===== src/rtl/gpio_bank_pkg.sv =====
package gpio_bank_pkg;
  localparam int REG_AW = 3;

  typedef enum logic [REG_AW-1:0] {
    REG_DIR = 3'd0,
    REG_OUT = 3'd1,
    REG_SET = 3'd2,
    REG_CLR = 3'd3,
    REG_IN  = 3'd4
  } gpio_reg_e;
endpackage


===== src/rtl/gpio_pad_sync.sv =====
module gpio_pad_sync #(
  parameter int W = 32
) (
  input  logic         clk,
  input  logic         rst_n,
  input  logic [W-1:0] pad_raw,
  output logic [W-1:0] pad_synced
);
  logic [W-1:0] meta_q;
  logic [W-1:0] sync_q;
  logic [1:0]   age_q;
  logic         sync_primed;

  always_ff @(posedge clk or negedge rst_n) begin
    if (!rst_n) begin
      meta_q <= '0;
      sync_q <= '0;
    end else begin
      meta_q <= pad_raw;
      sync_q <= meta_q;
    end
  end

  always_ff @(posedge clk or negedge rst_n) begin
    if (!rst_n) age_q <= '0;
    else if (age_q != 2'd2) age_q <= age_q + 2'd1;
  end

  assign sync_primed = (age_q == 2'd2);
  assign pad_synced  = sync_q;


  sync_latency_chk: assert property (@(posedge clk) disable iff (!rst_n)
    sync_primed |-> (pad_synced == $past(pad_raw, 2)));
endmodule


===== src/rtl/gpio_ctrl_regs.sv =====
module gpio_ctrl_regs
  import gpio_bank_pkg::*;
#(
  parameter int W = 32
) (
  input  logic              clk,
  input  logic              rst_n,
  input  logic              wr_en,
  input  logic [REG_AW-1:0] wr_addr,
  input  logic [W-1:0]      wr_data,
  output logic [W-1:0]      dir_q,
  output logic [W-1:0]      lat_q
);
  function automatic logic [W-1:0] set_mask(input logic [W-1:0] cur, input logic [W-1:0] m);
    return cur | m;
  endfunction

  function automatic logic [W-1:0] clr_mask(input logic [W-1:0] cur, input logic [W-1:0] m);
    return cur & ~m;
  endfunction

  logic dir_hit, set_hit, clr_hit, nop_hit;

  assign dir_hit = wr_en && (wr_addr == REG_DIR);
  assign set_hit = wr_en && (wr_addr == REG_SET);
  assign clr_hit = wr_en && (wr_addr == REG_CLR);
  assign nop_hit = wr_en && !dir_hit && !set_hit && !clr_hit;

  always_ff @(posedge clk or negedge rst_n) begin
    if (!rst_n) dir_q <= '1;
    else if (dir_hit) dir_q <= wr_data;
  end

  always_ff @(posedge clk or negedge rst_n) begin
    if (!rst_n) lat_q <= '0;
    else if (set_hit) lat_q <= set_mask(lat_q, wr_data);
    else if (clr_hit) lat_q <= clr_mask(lat_q, wr_data);
  end


  set_bits_chk: assert property (@(posedge clk) disable iff (!rst_n)
    set_hit |=> ((lat_q & $past(wr_data)) == $past(wr_data)));

  set_keep_chk: assert property (@(posedge clk) disable iff (!rst_n)
    set_hit |=> ((lat_q & ~$past(wr_data)) == ($past(lat_q) & ~$past(wr_data))));

  clr_bits_chk: assert property (@(posedge clk) disable iff (!rst_n)
    clr_hit |=> ((lat_q & $past(wr_data)) == '0));

  clr_keep_chk: assert property (@(posedge clk) disable iff (!rst_n)
    clr_hit |=> ((lat_q | $past(wr_data)) == ($past(lat_q) | $past(wr_data))));

  nop_write_chk: assert property (@(posedge clk) disable iff (!rst_n)
    nop_hit |=> ($stable(lat_q) && $stable(dir_q)));

  dir_store_chk: assert property (@(posedge clk) disable iff (!rst_n)
    dir_hit |=> (dir_q == $past(wr_data)));
endmodule


===== src/rtl/gpio_read_mux.sv =====
module gpio_read_mux
  import gpio_bank_pkg::*;
#(
  parameter int W = 32
) (
  input  logic [REG_AW-1:0] rd_addr,
  input  logic [W-1:0]      dir_q,
  input  logic [W-1:0]      lat_q,
  input  logic [W-1:0]      pad_synced,
  output logic [W-1:0]      rd_data
);
  always_comb begin
    unique case (rd_addr)
      REG_DIR:                   rd_data = dir_q;
      REG_OUT, REG_SET, REG_CLR: rd_data = lat_q;
      REG_IN:                    rd_data = pad_synced;
      default:                   rd_data = '0;
    endcase
  end
endmodule


===== src/rtl/gpio_setclr_bank.sv =====
module gpio_setclr_bank
  import gpio_bank_pkg::*;
#(
  parameter int PINS = 32
) (
  input  logic              clk,
  input  logic              rst_n,
  input  logic [REG_AW-1:0] bus_addr,
  input  logic              bus_wr,
  input  logic [PINS-1:0]   bus_wdata,
  output logic [PINS-1:0]   bus_rdata,
  input  logic [PINS-1:0]   pad_in,
  output logic [PINS-1:0]   pad_out,
  output logic [PINS-1:0]   pad_oe
);
  logic [PINS-1:0] dir_q, lat_q, pad_synced;

  gpio_ctrl_regs #(.W(PINS)) u_regs (
    .clk(clk), .rst_n(rst_n), .wr_en(bus_wr), .wr_addr(bus_addr),
    .wr_data(bus_wdata), .dir_q(dir_q), .lat_q(lat_q)
  );

  gpio_pad_sync #(.W(PINS)) u_sync (
    .clk(clk), .rst_n(rst_n), .pad_raw(pad_in), .pad_synced(pad_synced)
  );

  gpio_read_mux #(.W(PINS)) u_rmux (
    .rd_addr(bus_addr), .dir_q(dir_q), .lat_q(lat_q),
    .pad_synced(pad_synced), .rd_data(bus_rdata)
  );

  assign pad_out = lat_q;
  assign pad_oe  = ~dir_q;


  oe_follow_chk: assert property (@(posedge clk) disable iff (!rst_n)
    (bus_wr && bus_addr == REG_DIR) |=> (pad_oe == ~$past(bus_wdata)));

  strobe_read_chk: assert property (@(posedge clk) disable iff (!rst_n)
    (bus_addr == REG_SET || bus_addr == REG_CLR) |-> (bus_rdata == pad_out));

  hole_read_chk: assert property (@(posedge clk) disable iff (!rst_n)
    (bus_addr > REG_IN) |-> (bus_rdata == '0));
endmodule


===== config.mk =====
export PLATFORM = sky130hd
export DESIGN_NAME = gpio_setclr_bank
export DESIGN_NICKNAME = d
export VERILOG_FILES = /design/src/rtl/gpio_bank_pkg.sv /design/src/rtl/gpio_pad_sync.sv /design/src/rtl/gpio_ctrl_regs.sv /design/src/rtl/gpio_read_mux.sv /design/src/rtl/gpio_setclr_bank.sv
export SDC_FILE = /design/constraint.sdc
export NUM_CORES = 1
export LEC_CHECK = 0
export ABC_AREA = 0
export BUFFER_PORTS_ARGS = -buffer_cell sky130_fd_sc_hd__buf_2
export CORE_MARGIN = 3
export CORE_UTILIZATION = 50
export DETAILED_ROUTE_END_ITERATION = 10
export PLACE_DENSITY = 0.83
export SLEW_MARGIN = 20
export SYNTH_ARGS = -nofsm -noshare
export SYNTH_HDL_FRONTEND = slang
export SYNTH_SLANG_ARGS = --single-unit

===== constraint.sdc =====
create_clock -name clk -period 1.7 [get_ports clk]
set_clock_uncertainty 0.15 [all_clocks]
set_input_delay 0.255 -clock clk [delete_from_list [all_inputs] [get_ports clk]]
set_output_delay 0.255 -clock clk [all_outputs]
set_load 0.02 [all_outputs]

==> results.yml, run 1 <==
run_status:
  status: "finished with violations"
  violations: "setup timing"
synthesis:
  synth_top_area_share: 0.479
  synth_area_leaders: "dfrtp_1 48%, dfstp_2 17%, mux2i_1 13%"
  ys_seq_area_frac: 0.647
  yosysUniqueCellTypes: 15
  synth_cells: 446
  synth_edf_count: 0
  async_flop_share: 1.00
  yosysMostFrequentCell: "dfrtp_1"
  synth_ff_type: "dfrtp_1"
  yosysTopAreaCell: "dfrtp_1"
  syn_avg_cell_area_um2: 11.2
  syn_area_mm2: 0.00501
  yosysWarnings: 0
  syn_nets: 516
  ys_seq_elements: 128
  ys_top_cells_by_count: "96 x dfrtp_1, 64 x inv_1, 64 x mux2i_1, 64 x nand2_1, 59 x o21ai_0"
clocking:
  clkSinkCount: 128
  cts_root_buf: "clkbuf_8"
  clock_path_buffers: 2
  cts_tree: "built"
  worstSkewPairLatency_ps: 500
  path_clk_slew_ps: 60
  numCtsBuffers: 17
  htree_levels: 4
sta:
  rsz0062_at_grt: "true"
  finalMaxSlewViolations: 0
  hold_ws_ps: 34.2
  clock.fmax_ghz: 0.525
  setup_viol: 32
  finalCriticalPeriod_ps: 1900
  hold_viol: 0
  worst_pin_slew_ps: 411
  final_min_period_over_clock_period: 1.12
  fin_ws_ps: -204
  maxSlewHeadroom: 0.725
final_layout:
  regArea_mm2: 0.00324
  n_antenna_cell: 0
  stdcell_count: 826
  fill_cells: 508
  nNetsFinal: 754
  fin_util: 0.801
  multi_input_area_mm2: 0.00150
  drive_above_1_share: 0.392
  area_growth_pct: 52.0
critical_path:
  reg2reg_to: "u_regs.dir_q[8]"
  worstSetupEndpoint: "bus_rdata[24]"
  startpoint: "u_regs.dir_q[24]"
  rrSetupSlack_ps: 630
  worst-path-max-fanout: 2
  arrival_ps: 1500
  worst_setup_path_start_kind: "flip-flop"
  r2r_start: "u_regs.dir_q[8]"
  rr_worst_depth: 2
  cp-end-kind: "output pin"
  cp.required_ps: 1290
  crit_type: "reg2out"
route:
  drtIter0Drc: 241
  wirelength_um: 14200
  ant_nets: 0
  route.detailed.drc: 0
  num_vias: 4233
  vias_per_cell: 5.12
  firstDrtPassIters: 4
  wl_per_cell_um: 17.2
global_routing:
  grt_util_met1: 0.291
  grt_usage: 0.258
  grt_pass1_wl_um: 22700
  antenna_found_initial: 0
  grt_overflow: 0
  grt.busiest_layer: "met2"
  gr-usage-met3: 0.0565
  grtUsageMet2: 0.470
  grt_pass1_vias: 4575
  grt_max_degree: 61
floorplan:
  ioPinCount: 166
  fp.dieH_um: 106
  dieArea_mm2: 0.0113
  coreArea_mm2: 0.00950
  rows: 35
  fp.dieW_um: 106
  initial_utilization: 0.527
place:
  port_buffers: 165
  place_hpwl_um: 8410
  dp_slack_ps: -26.2
  dp.cells: 729
  gp_congestion: 0.811
min_path:
  hp-class: "in2async"
power:
  p_leak_nw: 3.79
  power_mw: 10.1
  ir_worst_vdd_uv: 929
  p_per_area_mw_per_mm2: 1330
job:
  max_cap_violations: 0
worst max-delay path, stage by stage (launching register included):
cell     delay (ps)
dfstp_2         530
mux2i_1          70
o21ai_1         200
buf_4           190
kinds of logic after synthesis:
logic type | synth area share
flops | 0.647
simple gates | 0.0886
buf+inv | 0.0724
compound gates | 0.0639
mux | 0.128
per-stage QoR:
step | instance area, µm² | TNS (ps)
global placement | 6140 | 0
detailed placement | 6140 | -61.4
CTS | 7560 | -3790
floorplan | 5080 | -5.28
global route | 7620 | -5070
finish | 7620 | -3480
where the power goes:
group | switching [mW] | internal, mW
logic | 1.37 | 0.904
clock network | 1.32 | 2.66
registers | 0.279 | 3.57
layer usage:
metal,part of all wire,vias to the layer above
met3,0.049,40
met5,0,-
met4,0.032,0
met2,0.55,179
li1,-,1921
met1,0.37,2093
area by class of cell:
cell class,count,area share
clock buffers,21,0.0603
multi-input cells,227,0.197
clock inverters,11,0.0263
repair buffers,246,0.238
flip-flops and latches,128,0.426
well taps,129,0.0212
inverters,64,0.0315
worst min path at each step:
| stage | startpoint | to | slack [ps] |
|---|---|---|---|
| 2_1_floorplan | rst_n | async pin | -190 |
| 3_3_place_gp | rst_n | u_sync.meta_q[23] | 10 |
| 3_5_place_dp | rst_n | u_sync.meta_q[23] | 20 |
| 4_1_cts | rst_n | u_sync.meta_q[23] | 20 |
| 5_1_grt | rst_n | u_sync.meta_q[21] | 50 |
| 6_report | rst_n | u_sync.meta_q[21] | 30 |
placed cells by master, fill, tap and decap left out:
master	instances
buf_2	131
dfrtp_1	96
dlygate4sd3_1	65
nand2_1	64
inv_1	63
mux2i_1	58
nand3_1	32
dfstp_2	32
buf_4	30
o21ai_0	27
o21ai_2	20
o21ai_1	17
clkbuf_16	16
buf_6	14
mux2i_2	6
buf_12	6
bufinv_16	5
clkbuf_8	4
inv_6	3
clkinvlp_4	2
nor2_4	1
inv_2	1
nor4b_4	1
and3b_1	1
clkinv_4	1
clkbuf_1	1
timing repair:
item,4_1_cts,5_1_grt
setup endpoints to repair,32,33
endpoints found under the hold margin,196,0
resized for setup,43,16
setup buffers,0,0
pin swaps,0,4
hold buffers,65,0
(Power assumes the default switching activity.)
==> run 2, diff against run 1 <==
--- a/config.mk
+++ b/config.mk
@@ -11,6 +11,7 @@
 export CORE_UTILIZATION = 50
 export DETAILED_ROUTE_END_ITERATION = 10
 export PLACE_DENSITY = 0.83
+export RECOVER_POWER = 100
 export SLEW_MARGIN = 20
 export SYNTH_ARGS = -nofsm -noshare
 export SYNTH_HDL_FRONTEND = slang
==> results.yml, run 2 (same netlist as run 1, synthesis figures left out) <==
critical_path:
  rrSetupSlack_ps: 630
  crit_type: "reg2out"
  rr_worst_depth: 2
  crit_family: "flip-flops"
  worst-path-buf-inv: 1
  slowest_stage: "dfstp_2"
  worst-path-max-fanout: 2
  worst_setup_path_start_kind: "flip-flop"
  cp-end-kind: "output pin"
  reg2reg_to: "u_regs.dir_q[8]"
  cp.required_ps: 1290
  r2r_start: "u_regs.dir_q[8]"
  slowest_delay_ps: 530
  cp_cell_sequence: "mux2i_1 -> o21ai_1 -> buf_4"
  arrival_ps: 1500
global_routing:
  antenna_found_initial: 0
  grt_usage: 0.258
  grt_pass1_vias: 4575
  grt_pass1_wl_um: 22700
  grt_max_degree: 61
  grt_overflow: 0
final_layout:
  final_cell_mix: "96 x dfrtp_1, 73 x buf_2, 65 x dlygate4sd3_1"
  nNetsFinal: 754
  n_antenna_cell: 0
  fill_cells: 539
  final_common_cell: "dfrtp_1"
  area_growth_pct: 50.5
  fin_util: 0.794
  drive_above_1_share: 0.321
  final_area_mm2: 0.00754
  stdcell_count: 826
floorplan:
  initial_utilization: 0.527
  rows: 35
  coreArea_mm2: 0.00950
  fp.dieW_um: 106
  fp.dieH_um: 106
  dieArea_mm2: 0.0113
  ioPinCount: 166
sta:
  maxSlewHeadroom: 0.134
  finalCriticalPeriod_ps: 1910
  finalMaxSlewViolations: 0
  hold_ws_ps: 189
  setup_viol: 32
  final_min_period_over_clock_period: 1.12
  hold_viol: 0
  rsz0062_at_grt: "true"
  fin_ws_ps: -207
  clock.fmax_ghz: 0.524
  worst_pin_slew_ps: 1300
power:
  pwr-share-clk: 0.397
  switching_share: 0.296
  p_per_area_mw_per_mm2: 1330
  switchingPower_mw: 2.98
  p_seq_frac: 0.383
  ir_worst_vdd_uv: 919
  p_comb_frac: 0.220
  p_int_mw: 7.07
  p_leak_nw: 3.67
clocking:
  htree_levels: 4
  numCtsBuffers: 17
  worstSkewPairLatency_ps: 510
  clock_path_buffers: 2
  cts_root_buf: "clkbuf_8"
  cts_tree: "built"
  path_clk_slew_ps: 60
  clkSinkCount: 128
route:
  wl_per_cell_um: 17.2
  ant_nets: 0
  route.detailed.drc: 0
  drtIter0Drc: 239
  num_vias: 4240
  vias_per_cell: 5.13
  firstDrtPassIters: 7
  wirelength_um: 14200
job:
  max_cap_violations: 0
place:
  gp_congestion: 0.811
  dp.cells: 729
  port_buffers: 165
  place_area_mm2: 0.00614
  place_hpwl_um: 8410
min_path:
  worstHoldStart: "u_sync.meta_q[26]"
  holdPathEnd: "u_sync.pad_synced[26]"
  hp-class: "reg2reg"
  min_path_cells: 0
run_status:
  violations: "setup timing"
  status: "finished with violations"
run 2: changes by cell type in the layout (fill, tap and decap cells not counted), sizes merged:
cell | before | now
buf | 181 | 116
clkbuf | 21 | 86
run 2: worst max-delay path by stage:
stage	start	endpoint	slack, ps	cells after the start
final	u_regs.dir_q[24]	bus_rdata[24]	-210	3
after global routing	u_regs.dir_q[24]	bus_rdata[24]	-250	3
after CTS	u_regs.dir_q[14]	bus_rdata[14]	-200	3
after detailed placement	bus_addr[0]	bus_rdata[28]	-30	6
after global placement	bus_addr[2]	u_regs.dir_q[22]	3	5
after floorplan	bus_addr[0]	bus_rdata[0]	-5	5
run 2: metrics by stage:
stage                     TNS (ps)  setup WS (ps)  power [mW]
after floorplan              -5.28          -5.28        5.01
after global placement           0           2.93        5.76
after detailed placement     -61.4          -26.2        5.85
after CTS                    -3790           -198        10.1
after global routing        -16440           -246        10.5
final                        -3580           -207        10.1
run 2: worst reg2reg max path: stages, from the launching register on:
cell and delay [ps]:
dfstp_2 540, inv_2 50, o21ai_0 230
run 2: repair_timing:
item,CTS,global route
endpoints found under the hold margin,196,0
resized for setup,43,16
setup buffers,0,0
hold buffers,65,0
pin swaps,0,4
endpoints found under the setup margin,32,33
run 2: power groups by stage:
stage | sequential, mW | combinational, mW | clock (mW)
after detailed placement | 3.87 | 1.98 | 0
after global routing | 3.90 | 2.37 | 4.19
after floorplan | 4.01 | 0.994 | 0
final | 3.85 | 2.22 | 3.99
after CTS | 3.83 | 2.20 | 4.04
after global placement | 3.84 | 1.92 | 0
run 2: routing by layer:
layer	routed length [µm]	global-route usage	share of wire
met5	0	0	0
met4	500	0.109	0.035
met3	727	0.0565	0.051
met2	7850	0.470	0.55
met1	5120	0.291	0.36
run 2: area by class of cell:
type / instances / area, µm² / share of cell area
Clock buffer: 21 / 459 / 0.0609
Clock inverter: 11 / 200 / 0.0265
Inverter: 64 / 240 / 0.0318
Multi-Input combinational cell: 227 / 1500 / 0.199
Sequential cell: 128 / 3240 / 0.430
Tap cell: 129 / 161 / 0.0214
Timing Repair Buffer: 246 / 1740 / 0.230
==> run 3, diff against run 2 <==
--- a/config.mk
+++ b/config.mk
@@ -12,6 +12,8 @@
 export DETAILED_ROUTE_END_ITERATION = 10
 export PLACE_DENSITY = 0.83
 export RECOVER_POWER = 100
+export REMOVE_ABC_BUFFERS = 1
+export SKIP_LAST_GASP = 1
 export SLEW_MARGIN = 20
 export SYNTH_ARGS = -nofsm -noshare
 export SYNTH_HDL_FRONTEND = slang
==> results.yml, run 3 (same netlist as run 1, synthesis figures left out) <==
critical_path:
  arrival_ps: 1450
  rrSetupSlack_ps: 580
  slowest_stage: "dfstp_2"
  rr_worst_depth: 2
  worstSetupEndpoint: "bus_rdata[3]"
  worst-path-max-fanout: 2
  crit_family: "flip-flops"
  startpoint: "u_regs.dir_q[3]"
  worst-path-buf-inv: 1
  slowest_delay_ps: 540
  cp_cell_sequence: "mux2i_1 -> o21ai_1 -> buf_4"
  crit_type: "reg2out"
  r2r_start: "u_regs.dir_q[30]"
  worst_setup_path_start_kind: "flip-flop"
  cp.required_ps: 1290
  cp.depth: 3
  reg2reg_to: "u_regs.dir_q[30]"
  cp-end-kind: "output pin"
route:
  dr_wl_met3_um: 790
  met2_length_um: 7720
  wirelength_um: 14100
  topRoutingLayerUsed: "met4"
  num_vias: 4297
  wl_per_cell_um: 17.1
  vias_per_cell: 5.19
  route.detailed.drc: 0
  drtIter0Drc: 229
  ant_nets: 0
  wl_met1_um: 5190
  firstDrtPassIters: 5
sta:
  maxSlewHeadroom: 0.426
  setup_viol: 34
  clock.fmax_ghz: 0.539
  worst_pin_slew_ps: 862
  fin_tns_setup_ps: -3270
  finalCriticalPeriod_ps: 1850
  fin_ws_ps: -155
  final_min_period_over_clock_period: 1.09
  hold_viol: 0
  rsz0062_at_grt: "true"
  finalMaxSlewViolations: 0
final_layout:
  drive_above_1_share: 0.292
  nNetsFinal: 756
  stdcell_count: 828
  regArea_mm2: 0.00324
  final_common_cell: "dfrtp_1"
  fill_cells: 608
  multi_input_area_mm2: 0.00139
  final_cell_mix: "96 x dfrtp_1, 71 x buf_2, 65 x dlygate4sd3_1"
  area_growth_pct: 46.4
global_routing:
  grt_overflow: 0
  antenna_found_initial: 1
  grt_max_degree: 67
  grt_pass1_wl_um: 22300
  grt_usage: 0.256
  grt_pass1_vias: 4528
floorplan:
  coreArea_mm2: 0.00950
  rows: 35
  fp.dieH_um: 106
  ioPinCount: 166
  dieArea_mm2: 0.0113
  initial_utilization: 0.527
  fp.dieW_um: 106
clocking:
  cts_root_buf: "clkbuf_8"
  numCtsBuffers: 17
  worstSkewPairLatency_ps: 500
  clock_path_buffers: 2
  path_clk_slew_ps: 60
  cts_tree: "built"
  clkSinkCount: 128
  htree_levels: 4
run_status:
  status: "finished with violations"
  violations: "setup timing"
power:
  power_mw: 9.68
  p_per_area_mw_per_mm2: 1320
  ir_worst_vdd_uv: 890
  p_leak_nw: 3.62
place:
  port_buffers: 165
  place_hpwl_um: 8520
  gp_congestion: 0.776
  dp.cells: 728
min_path:
  hp-class: "in2reg"
job:
  max_cap_violations: 0
-- run 3: layer usage --
metal / global-route usage / up-vias
met1: 0.289 / 2140
met5: 0 / -
met3: 0.0559 / 39
met4: 0.117 / 0
li1: - / 1913
met2: 0.461 / 205
-- run 3: worst min path at each step --
stage                            from           endpoint  slack (ps)  cells after the start
after floorplan                 rst_n          async pin        -190                      0
after global placement          rst_n  u_sync.meta_q[10]         140                      2
after detailed placement        rst_n  u_sync.meta_q[10]         150                      2
after CTS                 bus_addr[0]          flip-flop         100                      3
after global routing      bus_addr[0]          flip-flop         120                      3
final                     bus_addr[0]          flip-flop         120                      3
-- run 3: layout make-up --
class | count | share of cell area
Sequential cell | 128 | 0.442
Timing Repair Buffer | 248 | 0.230
Multi-Input combinational cell | 227 | 0.190
Tap cell | 129 | 0.0220
Clock buffer | 25 | 0.0647
Antenna cell | 1 | 0.000341
Clock inverter | 6 | 0.0177
Inverter | 64 | 0.0331
-- run 3: power breakdown --
group,internal [mW],total (mW),switching (mW)
combinational,0.805,2.15,1.35
sequential,3.57,3.84,0.272
clock,2.49,3.69,1.20
-- run 3: through the flow --
step                       util  setup WS, ps  instance area, µm²  hold WS [ps]
final                     0.772          -155                7330           119
after global routing      0.772          -230                7330           122
after CTS                 0.780          -181                7410           103
after detailed placement  0.638         -57.5                6070           148
after global placement    0.638          7.69                6070           142
after floorplan               -          -675                4890          -191
-- run 3: what timing repair did --
action,4_1_cts,5_1_grt
endpoints found under the setup margin,32,35
pin swaps,1,3
setup buffers,1,2
resized for setup,64,7
hold buffers,65,0
endpoints found under the hold margin,224,0
-- run 3: tightest hold or removal path, cell delays in order --
cell     delay [ps]
buf_2           130
buf_4           240
mux2i_1         100
